File: config.mk
export PLATFORM = sky130hd
export DESIGN_NAME = vid_ref_seq
export DESIGN_NICKNAME = d
export VERILOG_FILES = /design/src/rtl/vid_seq_pkg.sv /design/src/rtl/vid_tick_gen.sv /design/src/rtl/vid_code_store.sv /design/src/rtl/vid_setpoint_sel.sv /design/src/rtl/vid_slew_ramp.sv /design/src/rtl/vid_ref_seq.sv
export SDC_FILE = /design/constraint.sdc
export NUM_CORES = 1
export LEC_CHECK = 0
export ABC_CLOCK_PERIOD_IN_PS = 10600
export BUFFER_PORTS_ARGS = -buffer_cell sky130_fd_sc_hd__buf_2
export CAP_MARGIN = 15
export CORE_MARGIN = 4
export CORE_UTILIZATION = 40
export CTS_BUF_LIST = sky130_fd_sc_hd__clkbuf_8 sky130_fd_sc_hd__clkbuf_16
export DETAILED_ROUTE_END_ITERATION = 8
export PLACE_DENSITY = 0.67
export SLEW_MARGIN = 15
export SYNTH_ARGS = -nofsm -noshare
export SYNTH_HDL_FRONTEND = slang
export SYNTH_HIERARCHICAL = 1
export SYNTH_SLANG_ARGS = --single-unit
File: constraint.sdc
create_clock -name clk -period 10.6 [get_ports clk]
set_input_delay 2.12 -clock clk [delete_from_list [all_inputs] [get_ports clk]]
set_output_delay 2.12 -clock clk [all_outputs]
set_load 0.03 [all_outputs]
File: src/rtl/vid_seq_pkg.sv
package vid_seq_pkg;
  localparam int TOP_UNITS     = 3100;
  localparam int SER_STEP      = 25;
  localparam int PAR_STEP_HI   = 50;
  localparam int PAR_BASE_LO   = 1525;
  localparam int PAR_STEP_LO   = 25;
  localparam logic [6:0] SER_OFF_MIN = 7'h7C;

  // boot pair maps to serial codes 36, 44, 52, 60
  function automatic logic [6:0] boot_code(input logic [1:0] pair);
    return 7'd36 + {2'b00, pair, 3'b000};
  endfunction

  function automatic logic [6:0] fixed_code(input logic [1:0] pair);
    case (pair)
      2'd0:    return 7'd12;
      2'd1:    return 7'd28;
      2'd2:    return 7'd44;
      default: return 7'd60;
    endcase
  endfunction

  function automatic logic ser_off(input logic [6:0] c);
    return c >= SER_OFF_MIN;
  endfunction

  function automatic int ser_units(input logic [6:0] c);
    if (ser_off(c)) return 0;
    return TOP_UNITS - SER_STEP * int'(c);
  endfunction

  function automatic int par_units(input logic [5:0] c);
    if (!c[5]) return TOP_UNITS - PAR_STEP_HI * int'(c[4:0]);
    return PAR_BASE_LO - PAR_STEP_LO * int'(c[4:0]);
  endfunction
endpackage

File: src/rtl/vid_tick_gen.sv
module vid_tick_gen #(
  parameter int DIV = 31
) (
  input  logic clk,
  input  logic rst_n,
  input  logic run,
  output logic tick
);
  localparam int CW = (DIV > 1) ? $clog2(DIV) : 1;
  localparam logic [CW-1:0] LAST = CW'(DIV - 1);

  logic [CW-1:0] cnt;

  always_ff @(posedge clk or negedge rst_n) begin
    if (!rst_n)          cnt <= '0;
    else if (!run)       cnt <= '0;
    else if (cnt == LAST) cnt <= '0;
    else                 cnt <= cnt + 1'b1;
  end

  assign tick = run && (cnt == LAST);
endmodule

File: src/rtl/vid_code_store.sv
module vid_code_store
  import vid_seq_pkg::*;
(
  input  logic       clk,
  input  logic       rst_n,
  input  logic       running,
  input  logic       mode_serial,
  input  logic       pwrok,
  input  logic       vfixen,
  input  logic [1:0] pair,
  input  logic       cmd_valid,
  output logic       cmd_ready,
  input  logic       cmd_core,
  input  logic       cmd_aux,
  input  logic [6:0] cmd_code,
  output logic [6:0] core_code,
  output logic [6:0] aux_code
);
  logic take;
  logic boot_load;

  assign cmd_ready = running && mode_serial && pwrok && !vfixen;
  assign take      = cmd_valid && cmd_ready;
  assign boot_load = running && mode_serial && !pwrok && !vfixen;

  always_ff @(posedge clk or negedge rst_n) begin
    if (!rst_n) begin
      core_code <= SER_OFF_MIN;
      aux_code  <= SER_OFF_MIN;
    end else if (boot_load) begin
      core_code <= boot_code(pair);
      aux_code  <= boot_code(pair);
    end else if (take) begin
      if (cmd_core) core_code <= cmd_code;
      if (cmd_aux)  aux_code  <= cmd_code;
    end
  end


  hold_without_cmd_chk: assert property (@(posedge clk) disable iff (!rst_n)
    $past(running && mode_serial && pwrok && !vfixen && !cmd_valid)
      |-> ($stable(core_code) && $stable(aux_code)));
endmodule

File: src/rtl/vid_setpoint_sel.sv
module vid_setpoint_sel
  import vid_seq_pkg::*;
#(
  parameter int TGT_W = 12
) (
  input  logic             running,
  input  logic             mode_serial,
  input  logic             pwrok,
  input  logic             vfixen,
  input  logic [5:0]       vid,
  input  logic [6:0]       core_code,
  input  logic [6:0]       aux_code,
  output logic [TGT_W-1:0] core_sp,
  output logic [TGT_W-1:0] aux_sp,
  output logic             core_off,
  output logic             aux_off
);
  logic [1:0] pair;
  logic [6:0] pin_code;

  assign pair = vid[3:2];

  always_comb begin
    pin_code = vfixen ? fixed_code(pair) : boot_code(pair);
    core_sp  = '0;
    aux_sp   = '0;
    core_off = 1'b1;
    aux_off  = 1'b1;
    if (running) begin
      if (!mode_serial) begin
        core_sp  = TGT_W'(par_units(vid));
        core_off = 1'b0;
      end else if (vfixen || !pwrok) begin
        core_sp  = TGT_W'(ser_units(pin_code));
        aux_sp   = TGT_W'(ser_units(pin_code));
        core_off = 1'b0;
        aux_off  = 1'b0;
      end else begin
        core_sp  = TGT_W'(ser_units(core_code));
        aux_sp   = TGT_W'(ser_units(aux_code));
        core_off = ser_off(core_code);
        aux_off  = ser_off(aux_code);
      end
    end
  end
endmodule

File: src/rtl/vid_slew_ramp.sv
module vid_slew_ramp #(
  parameter int TGT_W = 12
) (
  input  logic             clk,
  input  logic             rst_n,
  input  logic             run,
  input  logic             tick,
  input  logic [TGT_W-1:0] setpoint,
  output logic [TGT_W-1:0] cur
);
  always_ff @(posedge clk or negedge rst_n) begin
    if (!rst_n)                      cur <= '0;
    else if (!run)                   cur <= '0;
    else if (tick && cur < setpoint) cur <= cur + 1'b1;
    else if (tick && cur > setpoint) cur <= cur - 1'b1;
  end


  step_limit_chk: assert property (@(posedge clk) disable iff (!rst_n)
    $past(run) |-> ((cur == $past(cur)) || (cur == $past(cur) + 1'b1) ||
                    (cur == $past(cur) - 1'b1)));


  move_on_tick_chk: assert property (@(posedge clk) disable iff (!rst_n)
    ($past(run) && !$past(tick)) |-> $stable(cur));
endmodule

File: src/rtl/vid_ref_seq.sv
module vid_ref_seq
  import vid_seq_pkg::*;
#(
  parameter int TICK_DIV = 31,
  parameter int TGT_W    = 12
) (
  input  logic             clk,
  input  logic             rst_n,
  input  logic             en,
  input  logic             por_ok,
  input  logic             pwrok,
  input  logic             vfixen,
  input  logic [5:0]       vid,
  input  logic             cmd_valid,
  output logic             cmd_ready,
  input  logic             cmd_core,
  input  logic             cmd_aux,
  input  logic [6:0]       cmd_code,
  output logic [TGT_W-1:0] core_tgt,
  output logic [TGT_W-1:0] aux_tgt,
  output logic             core_off,
  output logic             aux_off,
  output logic             mode_serial,
  output logic             running
);
  localparam int NRAIL = 2;

  logic             en_q;
  logic             tick;
  logic [6:0]       core_code;
  logic [6:0]       aux_code;
  logic [TGT_W-1:0] sp  [NRAIL];
  logic [TGT_W-1:0] tgt [NRAIL];

  always_ff @(posedge clk or negedge rst_n) begin
    if (!rst_n) begin
      en_q        <= 1'b0;
      running     <= 1'b0;
      mode_serial <= 1'b0;
    end else begin
      en_q <= en;
      if (!en || !por_ok) begin
        running <= 1'b0;
      end else if (!en_q) begin
        running     <= 1'b1;
        mode_serial <= ~vid[1];
      end
    end
  end

  vid_tick_gen #(.DIV(TICK_DIV)) u_tick (
    .clk(clk), .rst_n(rst_n), .run(running), .tick(tick)
  );

  vid_code_store u_store (
    .clk(clk), .rst_n(rst_n), .running(running), .mode_serial(mode_serial),
    .pwrok(pwrok), .vfixen(vfixen), .pair(vid[3:2]),
    .cmd_valid(cmd_valid), .cmd_ready(cmd_ready), .cmd_core(cmd_core),
    .cmd_aux(cmd_aux), .cmd_code(cmd_code),
    .core_code(core_code), .aux_code(aux_code)
  );

  vid_setpoint_sel #(.TGT_W(TGT_W)) u_sel (
    .running(running), .mode_serial(mode_serial), .pwrok(pwrok),
    .vfixen(vfixen), .vid(vid), .core_code(core_code), .aux_code(aux_code),
    .core_sp(sp[0]), .aux_sp(sp[1]), .core_off(core_off), .aux_off(aux_off)
  );

  for (genvar g = 0; g < NRAIL; g++) begin : g_rail
    vid_slew_ramp #(.TGT_W(TGT_W)) u_ramp (
      .clk(clk), .rst_n(rst_n), .run(running), .tick(tick),
      .setpoint(sp[g]), .cur(tgt[g])
    );
  end

  assign core_tgt = tgt[0];
  assign aux_tgt  = tgt[1];


  mode_hold_chk: assert property (@(posedge clk) disable iff (!rst_n)
    (running && $past(running)) |-> $stable(mode_serial));


  par_aux_idle_chk: assert property (@(posedge clk) disable iff (!rst_n)
    (running && !mode_serial) |-> (aux_tgt == '0 && !cmd_ready));


  stop_clears_chk: assert property (@(posedge clk) disable iff (!rst_n)
    !en |=> ##1 (core_tgt == '0 && aux_tgt == '0));


  idle_off_chk: assert property (@(posedge clk) disable iff (!rst_n)
    !running |-> (core_off && aux_off && !cmd_ready));
endmodule

==> impl_metrics.py, run 1 <==
metrics = {
    "run_status": {
        "outcome": "finished, final reports clean",
    },
    "logic_synthesis": {
        "ys_warn_count": 6,
        "syn-num-nets": 1072,
        "synthCells": 884,
        "async_flop_share": 1.00,
        "synth_cell_types": 72,
        "synth_edf_count": 0,
        "ys_seq_area_frac": 0.162,
        "synth-main-ff-cell": "dfrtp_1",
        "syn_area_mm2": 0.00720,
        "synth_area_per_cell_um2": 8.14,
        "synth-seq-cells": 46,
    },
    "grt": {
        "grt_pass1_vias": 5983,
        "grt_pass1_wl_um": 29200,
        "antenna_found_initial": 0,
        "grt_max_degree": 47,
        "grt_usage": 0.175,
        "grt.overflow.total": 0,
    },
    "worst_setup_path": {
        "cp_max_fo": 21,
        "path_cells": "buf_2, ha_1, nor3_1, inv_1, fa_1, nor2b_1, o21ai_1, a41oi_1, o21ai_0, or4b_1, nand3_1, inv_1, ha_1, nand4_1, or2_0, o221ai_2, or2_2, ha_1, a21oi_2, o211ai_2, a31o_1, a311oi_2, mux2i_1, mux2i_1",
        "endpoint_kind": "flop",
        "cp_slowest_stage_delay_ns": 0.75,
        "crit_top_cell": "ha_1",
        "critPathKind": "in2reg",
        "critPathLaunchType": "input pin",
        "crit_required_ns": 10.83,
        "arrival_ns": 8.48,
        "slowest_stage": "fa_1",
    },
    "cts": {
        "cts_hold_buf": 0,
        "tritoncts": "yes",
        "htree_num_levels": 2,
        "cts_resized": 0,
        "clk-insertion-delay-late_ns": 0.30,
        "post-cts-setup-buffer-count": 0,
        "numCtsBuffers": 5,
        "clockRootBuffer": "clkbuf_16",
        "clockBufferDepth": 2,
        "clk_pin_slew_worst_paths_ns": 0.07,
        "cts_sinks": 46,
    },
    "sta": {
        "hold_violations": 0,
        "period_share": 0.779,
        "finalClockSkew_ns": 0.0124,
        "tightestPinTransition_ns": 0.767,
        "timing.hold.ws_ns": 0.432,
        "worst_slack_ns": 2.35,
        "setup_tns_ns": 0,
        "min_period_ns": 8.25,
        "rsz0062_at_grt": "no",
        "fmax_mhz": 121,
        "slew_headroom": 0.489,
        "setup_violations": 0,
        "maxSlewViolCount": 0,
    },
    "placement": {
        "dp_slack_ns": 2.09,
        "port_buffers": 50,
        "dp.cells": 1141,
        "gp_congestion": 0.912,
        "dp_hpwl_um": 14100,
    },
    "route": {
        "routed_wirelength_um": 17500,
        "via_per_inst": 5.42,
        "vias": 6232,
        "drc": 0,
        "drt-initial-drc-count": 367,
        "drtPass1Iterations": 5,
        "wire_per_inst_um": 15.2,
        "ant_nets": 0,
    },
    "layout": {
        "area_growth_pct": 8.33,
        "layout_common_cells": "147 x ha_1, 138 x inv_1, 71 x a21oi_1",
        "fill_cells": 1756,
        "drive_gt1_frac": 0.0996,
        "nNetsFinal": 1111,
        "fin_cells": 1149,
        "n_antenna_cell": 0,
        "final_core_util": 0.446,
        "final_common_cell": "ha_1",
    },
    "power": {
        "seq_power_share": 0.150,
        "clkPwrFrac": 0.114,
        "power_switching_uw": 803,
        "powerDensity_mw_per_mm2": 208,
        "p_sw_frac": 0.495,
        "intPower_uw": 820,
        "comb_power_share": 0.736,
        "ir_worst_vdd_uv": 119,
        "p_leak_uw": 0.00377,
    },
    "floorplan": {
        "rows": 48,
        "fp.coreArea_mm2": 0.0175,
        "die-area_mm2": 0.0202,
        "initial_utilization": 0.412,
        "io_pins": 51,
        "die_w_um": 142,
        "die_height_um": 142,
    },
    "min_path": {
        "worstHoldPathType": "reg2reg",
    },
    "job": {
        "cap_viol_max_count": 0,
    },
}
[kinds of logic after synthesis]
family,count (synthesis),share of synthesized area
buffers and inverters,159,0.0889
and+or+nand+nor,225,0.162
DFF,46,0.162
adders and majority gates,166,0.308
xor gates and xnor gates,47,0.0572
AOI/OAI and AO/OA,232,0.209
muxes,9,0.0125
[routing by layer]
metal	share of wire	vias to the layer above	GRT usage	wire length, µm
met2	0.45	138	0.285	7800
li1	-	3172	-	-
met5	0	-	0	0
met4	0.016	0	0.0338	280
met3	0.046	21	0.0249	797
met1	0.49	2901	0.247	8610
[final timing paths]
kind | cells after the start | startpoint | slack, ns | end
max in group asynchronous | 1 | rst_n | 8.35 | g_rail[0].u_ramp/cur[5]
max reg2reg | 25 | u_store/aux_code[2] | 3.88 | g_rail[1].u_ramp/cur[11]
min | 1 | en_q | 0.43 | running
min reg2reg | 1 | en_q | 0.43 | running
max | 24 | vid[3] | 2.35 | g_rail[1].u_ramp/cur[11]
min in group asynchronous | 1 | rst_n | 1.84 | g_rail[1].u_ramp/cur[4]
[area by class of cell]
| type | instances | area [µm²] | area share |
|---|---|---|---|
| Multi-Input combinational cell | 679 | 5390 | 0.692 |
| Sequential cell | 46 | 1160 | 0.149 |
| Inverter | 140 | 527 | 0.0676 |
| Tap cell | 225 | 282 | 0.0361 |
| Timing Repair Buffer | 51 | 260 | 0.0334 |
| Clock buffer | 5 | 125 | 0.0161 |
| Clock inverter | 3 | 45.0 | 0.00578 |
[per-stage QoR]
stage	instance area (µm²)	power (µW)
after floorplan	7200	1160
after global placement	7620	1410
after detailed placement	7620	1420
after CTS	7790	1620
after global routing	7790	1800
final	7790	1620
[Yosys cell counts, drive strengths merged (7+ instances only)]
master	number	area, µm²
nand3	33	165
buf	12	86.3
fa	19	380
a211oi	10	75.1
nor2	46	173
nand2	55	206
nor3	9	45.0
ha	147	1840
mux2i	9	90.1
xor2	18	158
nor2b	9	56.3
a31oi	10	62.6
or2	9	56.3
a21oi	75	390
o31ai	13	97.6
and3	9	56.3
clkbuf	7	26.3
o21ai	64	320
dfstp	10	263
nand2b	12	75.1
o211ai	8	70.1
dfrtp	36	901
inv	138	518
xnor2	29	254
nand4	13	81.3
a21o	12	91.3
[worst max-delay path: cells and delay by family]
family,cells,cell delay (ns)
AO/OA/AOI/OAI,8,1.65
buffers and inverters,3,0.48
AND/OR/NAND/NOR,7,2.00
adder cells (fa/ha/maj),4,1.79
multiplexers,2,0.45
[power by group through the flow]
stage / sequential (µW) / combinational, µW / clock, µW
4_1_cts: 244 / 1180 / 189
3_5_place_dp: 247 / 1170 / 0
6_report: 243 / 1200 / 185
5_1_grt: 249 / 1360 / 195
2_1_floorplan: 241 / 920 / 0
3_3_place_gp: 247 / 1170 / 0
[flip-flops by register name, summed over array words and instances (netlist names)]
| name | cells |
|---|---|
| u_tick/cnt | 5 |
| en_q | 1 |
| u_store/aux_code | 7 |
| g_rail.u_ramp/cur | 24 |
| u_store/core_code | 7 |
| running | 1 |
| mode_serial | 1 |
Note: power is estimated with default switching activity, not from simulation.
==> inputs of run 2 (changes only) <==
Settings changed: ABC_CLOCK_PERIOD_IN_PS 10600 to 7900.
Clock period 10.6 ns to 7.9 ns, I/O delays scaled along.
==> run 2 against run 1 <==
Final cell count grew 0.52%; largest power group unchanged; count of clock-buffer cells in the layout grew 1; die area is the same; setup slack lost 1.6 ns; global-route usage grew 0.65 points; first-iteration DRC count grew 9.0%; combinational power grew 36%; cell area grew 0.29%; wire length grew 3.7%; largest cell class unchanged; via count grew 1.1%; total power grew 34%; non-clock buffer count grew 6.
==> impl_metrics.py, run 2 (same netlist as run 1, synthesis figures left out) <==
metrics = {
    "floorplan": {
        "die_w_um": 142,
        "io_pins": 51,
        "die-area_mm2": 0.0202,
        "rows": 48,
        "fp.coreArea_mm2": 0.0175,
        "initial_utilization": 0.412,
        "die_height_um": 142,
    },
    "cts": {
        "cts_resized": 0,
        "cts_sinks": 46,
        "clk-insertion-delay-late_ns": 0.29,
        "cts_hold_buf": 0,
        "numCtsBuffers": 5,
        "post-cts-setup-buffer-count": 0,
        "clk_pin_slew_worst_paths_ns": 0.07,
        "htree_num_levels": 2,
        "tritoncts": "yes",
        "clockBufferDepth": 2,
        "clockRootBuffer": "clkbuf_16",
    },
    "layout": {
        "area_growth_pct": 8.64,
        "reg.largest.list": "g_rail.u_ramp/cur x24, u_store/aux_code x7, u_store/core_code x7",
        "final_area_mm2": 0.00782,
        "layout_common_cells": "147 x ha_1, 139 x inv_1, 71 x a21oi_1",
        "final_common_cell": "ha_1",
        "drive_gt1_frac": 0.104,
        "fill_cells": 1708,
        "n_antenna_cell": 0,
        "nNetsFinal": 1117,
        "fin_cells": 1155,
        "top_register": "g_rail.u_ramp/cur",
        "largest_register_ffs": 24,
    },
    "route": {
        "vias": 6300,
        "via_per_inst": 5.45,
        "drc": 0,
        "ant_nets": 0,
        "wire_per_inst_um": 15.7,
        "routed_wirelength_um": 18100,
        "drtPass1Iterations": 5,
        "drt-initial-drc-count": 400,
    },
    "power": {
        "ir_worst_vdd_uv": 137,
        "p_leak_uw": 0.00380,
        "powerDensity_mw_per_mm2": 277,
    },
    "job": {
        "cap_viol_max_count": 0,
    },
    "placement": {
        "gp_congestion": 0.854,
        "port_buffers": 50,
        "placed_cell_area_mm2": 0.00767,
        "dp.cells": 1147,
        "dp_hpwl_um": 14600,
    },
    "min_path": {
        "worstHoldPathType": "reg2reg",
    },
    "sta": {
        "setup_tns_ns": 0,
        "min_period_ns": 7.14,
        "period_share": 0.904,
        "setup_violations": 0,
        "fmax_mhz": 140,
        "tightestPinTransition_ns": 0.743,
        "hold_violations": 0,
        "slew_headroom": 0.505,
        "rsz0062_at_grt": "no",
        "finalClockSkew_ns": 0.00873,
        "maxSlewViolCount": 0,
    },
    "worst_setup_path": {
        "endpoint_kind": "flop",
        "cp.buffers_inverters": 4,
        "critPathLaunchType": "input pin",
        "reg2reg_slack_ns": 1.09,
        "cp_max_fo": 20,
        "crit_required_ns": 8.11,
        "slowest_stage": "fa_1",
        "arrival_ns": 7.35,
        "cp_slowest_stage_delay_ns": 0.73,
        "crit_family": "adder cells",
        "critPathKind": "in2reg",
    },
    "grt": {
        "antenna_found_initial": 0,
        "grt_usage": 0.181,
        "grt_pass1_wl_um": 30100,
        "grt_max_degree": 47,
        "grt.overflow.total": 0,
        "grt_pass1_vias": 5942,
    },
    "run_status": {
        "outcome": "finished, final reports clean",
    },
}
==> run 2: final timing paths <==
path,startpoint,end,cells after the start
hold / removal,en_q,running,1
hold reg to reg,en_q,running,1
max in group asynchronous,rst_n,g_rail[0].u_ramp/cur[9],1
setup reg to reg,u_store/aux_code[2],g_rail[1].u_ramp/cur[11],25
min in group asynchronous,rst_n,g_rail[1].u_ramp/cur[8],1
setup / recovery,vid[2],g_rail[1].u_ramp/cur[11],25
==> run 2: where the power goes <==
part / internal (µW) / switching (µW) / total (µW) / leakage [µW]
sequential: 271 / 56.1 / 327 / 0.000594
combinational: 686 / 940 / 1630 / 0.00313
clock: 124 / 91.8 / 216 / 0.0000780
total: 1080 / 1090 / 2170 / 0.00380
==> run 2: final cells by class <==
cell class,instances,area (µm²),share of cell area
Timing Repair Buffer,57,305,0.0391
Tap cell,225,282,0.0360
Clock inverter,2,8.76,0.00112
Inverter,140,527,0.0674
Sequential cell,46,1160,0.149
Multi-Input combinational cell,679,5390,0.690
Clock buffer,6,139,0.0178
==> run 2: through the flow <==
step / utilization / setup slack, ns / power (µW) / hold slack [ns]
floorplan: - / 0.900 / 1560 / 0.409
global placement: 0.439 / 0.488 / 1910 / 0.428
detailed placement: 0.439 / 0.485 / 1920 / 0.431
CTS: 0.447 / 0.780 / 2160 / 0.439
global route: 0.447 / 0.294 / 2400 / 0.468
finish: 0.447 / 0.761 / 2170 / 0.435
==> run 2: routing by layer <==
metal  share of wire  wire [µm]  GRT usage
met2            0.46       8260      0.291
met3           0.041        752     0.0232
met5               0          0          0
met1            0.49       8930      0.264
met4           0.010        188     0.0318
==> run 2: worst register-to-register path, cell delays in order (launching register included) <==
cell,delay [ns]
dfstp_2,0.61
inv_1,0.07
ha_1,0.26
inv_1,0.10
fa_1,0.45
fa_1,0.55
inv_1,0.05
ha_1,0.32
inv_1,0.07
o21ai_0,0.25
a2111oi_0,0.19
or4b_1,0.52
a311oi_1,0.31
inv_1,0.08
ha_1,0.33
nand4_1,0.12
or2_0,0.28
o221ai_2,0.21
or2_2,0.31
ha_1,0.34
a21oi_2,0.15
o211ai_2,0.10
a31o_1,0.29
a311oi_2,0.28
mux2i_1,0.27
mux2i_1,0.22
==> inputs of run 3 (changes only) <==
Settings changed: SYNTH_HIERARCHICAL 1 to unset.
==> run 3 against run 2 <==
Highest routed layer unchanged; wire length decreased by 16%; worst hold slack improved by 0.058 ns; via count decreased by 15%; non-clock buffer count decreased by 3; first-iteration DRC count decreased by 19%; critical endpoint is now g_rail[0].u_ramp.cur[11]; largest power group unchanged; core utilization decreased by 0.075 points; sequential share of layout area increased by 1.6 points; setup slack got worse by 0.19 ns.
==> impl_metrics.py, run 3 <==
metrics = {
    "run_status": {
        "outcome": "finished, final reports clean",
    },
    "floorplan": {
        "fp.coreArea_mm2": 0.0158,
        "initial_utilization": 0.406,
        "die-area_mm2": 0.0182,
        "die_height_um": 135,
        "io_pins": 51,
        "rows": 46,
        "die_w_um": 135,
    },
    "logic_synthesis": {
        "synth-main-ff-cell": "dfrtp_1",
        "syn-num-nets": 935,
        "synth-seq-cells": 46,
        "syn_area_mm2": 0.00642,
        "async_flop_share": 1.00,
        "synth.most_common_cell": "ha_1",
        "synth_edf_count": 0,
        "synth_area_per_cell_um2": 8.46,
        "synth_cell_types": 62,
        "yosys.area.top_type": "ha_1",
        "yosys-top-cells-area": "ha_1 26%, dfrtp_1 14%, inv_1 5.8%, fa_1 5.6%, xor2_1 4.5%",
        "ys_seq_area_frac": 0.181,
        "ys_warn_count": 0,
        "synthCells": 759,
        "synthTopCellsByCount": "136 x ha_1, 99 x inv_1, 63 x nand2_1",
        "synth_top_area_share": 0.265,
    },
    "min_path": {
        "worstHoldPathType": "reg2reg",
    },
    "cts": {
        "post-cts-setup-buffer-count": 0,
        "htree_num_levels": 2,
        "clockBufferDepth": 2,
        "cts_hold_buf": 0,
        "clk-insertion-delay-late_ns": 0.31,
        "numCtsBuffers": 5,
        "clockRootBuffer": "clkbuf_16",
        "cts_resized": 0,
        "tritoncts": "yes",
        "cts_sinks": 46,
        "clk_pin_slew_worst_paths_ns": 0.07,
    },
    "layout": {
        "drive_gt1_frac": 0.117,
        "final_area_mm2": 0.00707,
        "area_growth_pct": 10.0,
        "nNetsFinal": 978,
        "fill_cells": 1589,
        "layout_common_cells": "136 x ha_1, 99 x inv_1, 63 x nand2_1",
        "n_antenna_cell": 0,
        "largest_register_ffs": 24,
        "final_common_cell": "ha_1",
        "reg.largest.list": "g_rail.u_ramp.cur x24, u_store.aux_code x7, u_store.core_code x7",
        "top_register": "g_rail.u_ramp.cur",
    },
    "grt": {
        "grt_max_degree": 47,
        "grt_pass1_wl_um": 25500,
        "grt_pass1_vias": 5185,
        "grt_usage": 0.173,
        "antenna_found_initial": 0,
        "grt.overflow.total": 0,
    },
    "worst_setup_path": {
        "crit_required_ns": 8.14,
        "r2r_cells": 27,
        "timing.rr.start": "u_store.core_code[2]",
        "reg2reg_slack_ns": 1.16,
        "critPathKind": "in2reg",
        "endpoint_kind": "flop",
        "crit_end": "g_rail[0].u_ramp.cur[11]",
        "reg2reg_to": "g_rail[0].u_ramp.cur[11]",
        "arrival_ns": 7.57,
        "cp-startpoint": "vid[2]",
        "cp_max_fo": 12,
        "critPathLaunchType": "input pin",
    },
    "route": {
        "drt-initial-drc-count": 323,
        "vias": 5383,
        "ant_nets": 0,
        "via_per_inst": 5.28,
        "drtPass1Iterations": 4,
        "routed_wirelength_um": 15200,
        "wire_per_inst_um": 14.9,
        "drc": 0,
    },
    "power": {
        "p_leak_uw": 0.00364,
        "powerDensity_mw_per_mm2": 293,
        "ir_worst_vdd_uv": 179,
        "power.total_uw": 2070,
    },
    "sta": {
        "min_period_ns": 7.33,
        "tightestPinTransition_ns": 0.736,
        "setup_violations": 0,
        "slew_headroom": 0.506,
        "fmax_mhz": 136,
        "period_share": 0.928,
        "hold_violations": 0,
        "finalClockSkew_ns": 0.00935,
        "setup_tns_ns": 0,
        "maxSlewViolCount": 0,
        "rsz0062_at_grt": "no",
    },
    "placement": {
        "gp_congestion": 0.855,
        "dp_hpwl_um": 12200,
        "placed_cell_area_mm2": 0.00690,
        "port_buffers": 50,
    },
    "job": {
        "cap_viol_max_count": 0,
    },
}
run 3: changes by cell type after synthesis, sizes merged, moves of 11 or more:
cell	before	now
a21oi	75	56
ha	147	136
inv	138	99
nand3	33	14
o21ai	64	47
xnor2	29	17
xor2	18	33
run 3: worst min-delay path by stage:
stage / start / endpoint / slack [ns] / cells after the start
after CTS: u_tick.cnt[0] / u_tick.cnt[0] / 0.50 / 1
after floorplan: en_q / running / 0.44 / 1
final: u_tick.cnt[0] / u_tick.cnt[0] / 0.49 / 1
after global placement: u_tick.cnt[0] / u_tick.cnt[0] / 0.48 / 1
after global routing: u_tick.cnt[0] / u_tick.cnt[0] / 0.53 / 1
after detailed placement: u_tick.cnt[0] / u_tick.cnt[0] / 0.49 / 1
run 3: layout make-up:
type                       count  area, µm²  share of cell area
multi-input combinational    596       4810               0.681
clock buffer                   5        125              0.0177
inverter                      99        372              0.0526
clock inverter                 3       43.8             0.00620
timing repair buffer          54        280              0.0397
tap                          216        270              0.0382
sequential                    46       1160               0.165
run 3: metrics by stage:
stage / cells / hold slack (ns) / worst slack [ns] / utilization
final: 1019 / 0.493 / 0.569 / 0.447
after CTS: 1019 / 0.496 / 0.625 / 0.447
after detailed placement: 1011 / 0.487 / 0.324 / 0.436
after global placement: 1011 / 0.479 / 0.491 / 0.436
after global routing: 1019 / 0.529 / 0.228 / 0.447
after floorplan: 759 / 0.440 / 0.666 / -
run 3: cell families after synthesis:
family                     Yosys count  synth area share
AOI/OAI and AO/OA                  188             0.188
xor gates and xnor gates            50            0.0682
adders and majority gates          154             0.321
buffers and inverters              117            0.0695
DFF                                 46             0.181
muxes                               21            0.0331
and+or+nand+nor                    183             0.139
run 3: critical path: stages:
cell	delay, ns
buf_2	0.23
inv_1	0.08
ha_1	0.34
inv_1	0.06
ha_1	0.30
ha_1	0.35
xnor2_1	0.47
and4bb_2	0.34
nand4_1	0.12
and3_1	0.23
nor3_1	0.21
a311oi_1	0.08
ha_1	0.32
a21o_1	0.17
a21o_1	0.18
a221o_1	0.36
nor3_2	0.15
inv_1	0.22
ha_1	0.39
and2_1	0.15
a221o_1	0.34
o22ai_1	0.29
o21ai_0	0.17
xor2_1	0.17
nand3b_1	0.16
o21ai_1	0.09
run 3: power breakdown:
part | switching [µW] | total [µW] | internal [µW]
Clock | 104 | 255 | 150
Sequential | 49.5 | 317 | 267
Combinational | 840 | 1500 | 658
run 3: routing by layer:
| layer | vias up | global-route usage | part of all wire |
|---|---|---|---|
| met1 | 2541 | 0.240 | 0.48 |
| li1 | 2733 | - | - |
| met5 | - | 0 | 0 |
| met4 | 0 | 0.0452 | 0.016 |
| met3 | 15 | 0.0291 | 0.042 |
| met2 | 94 | 0.280 | 0.47 |
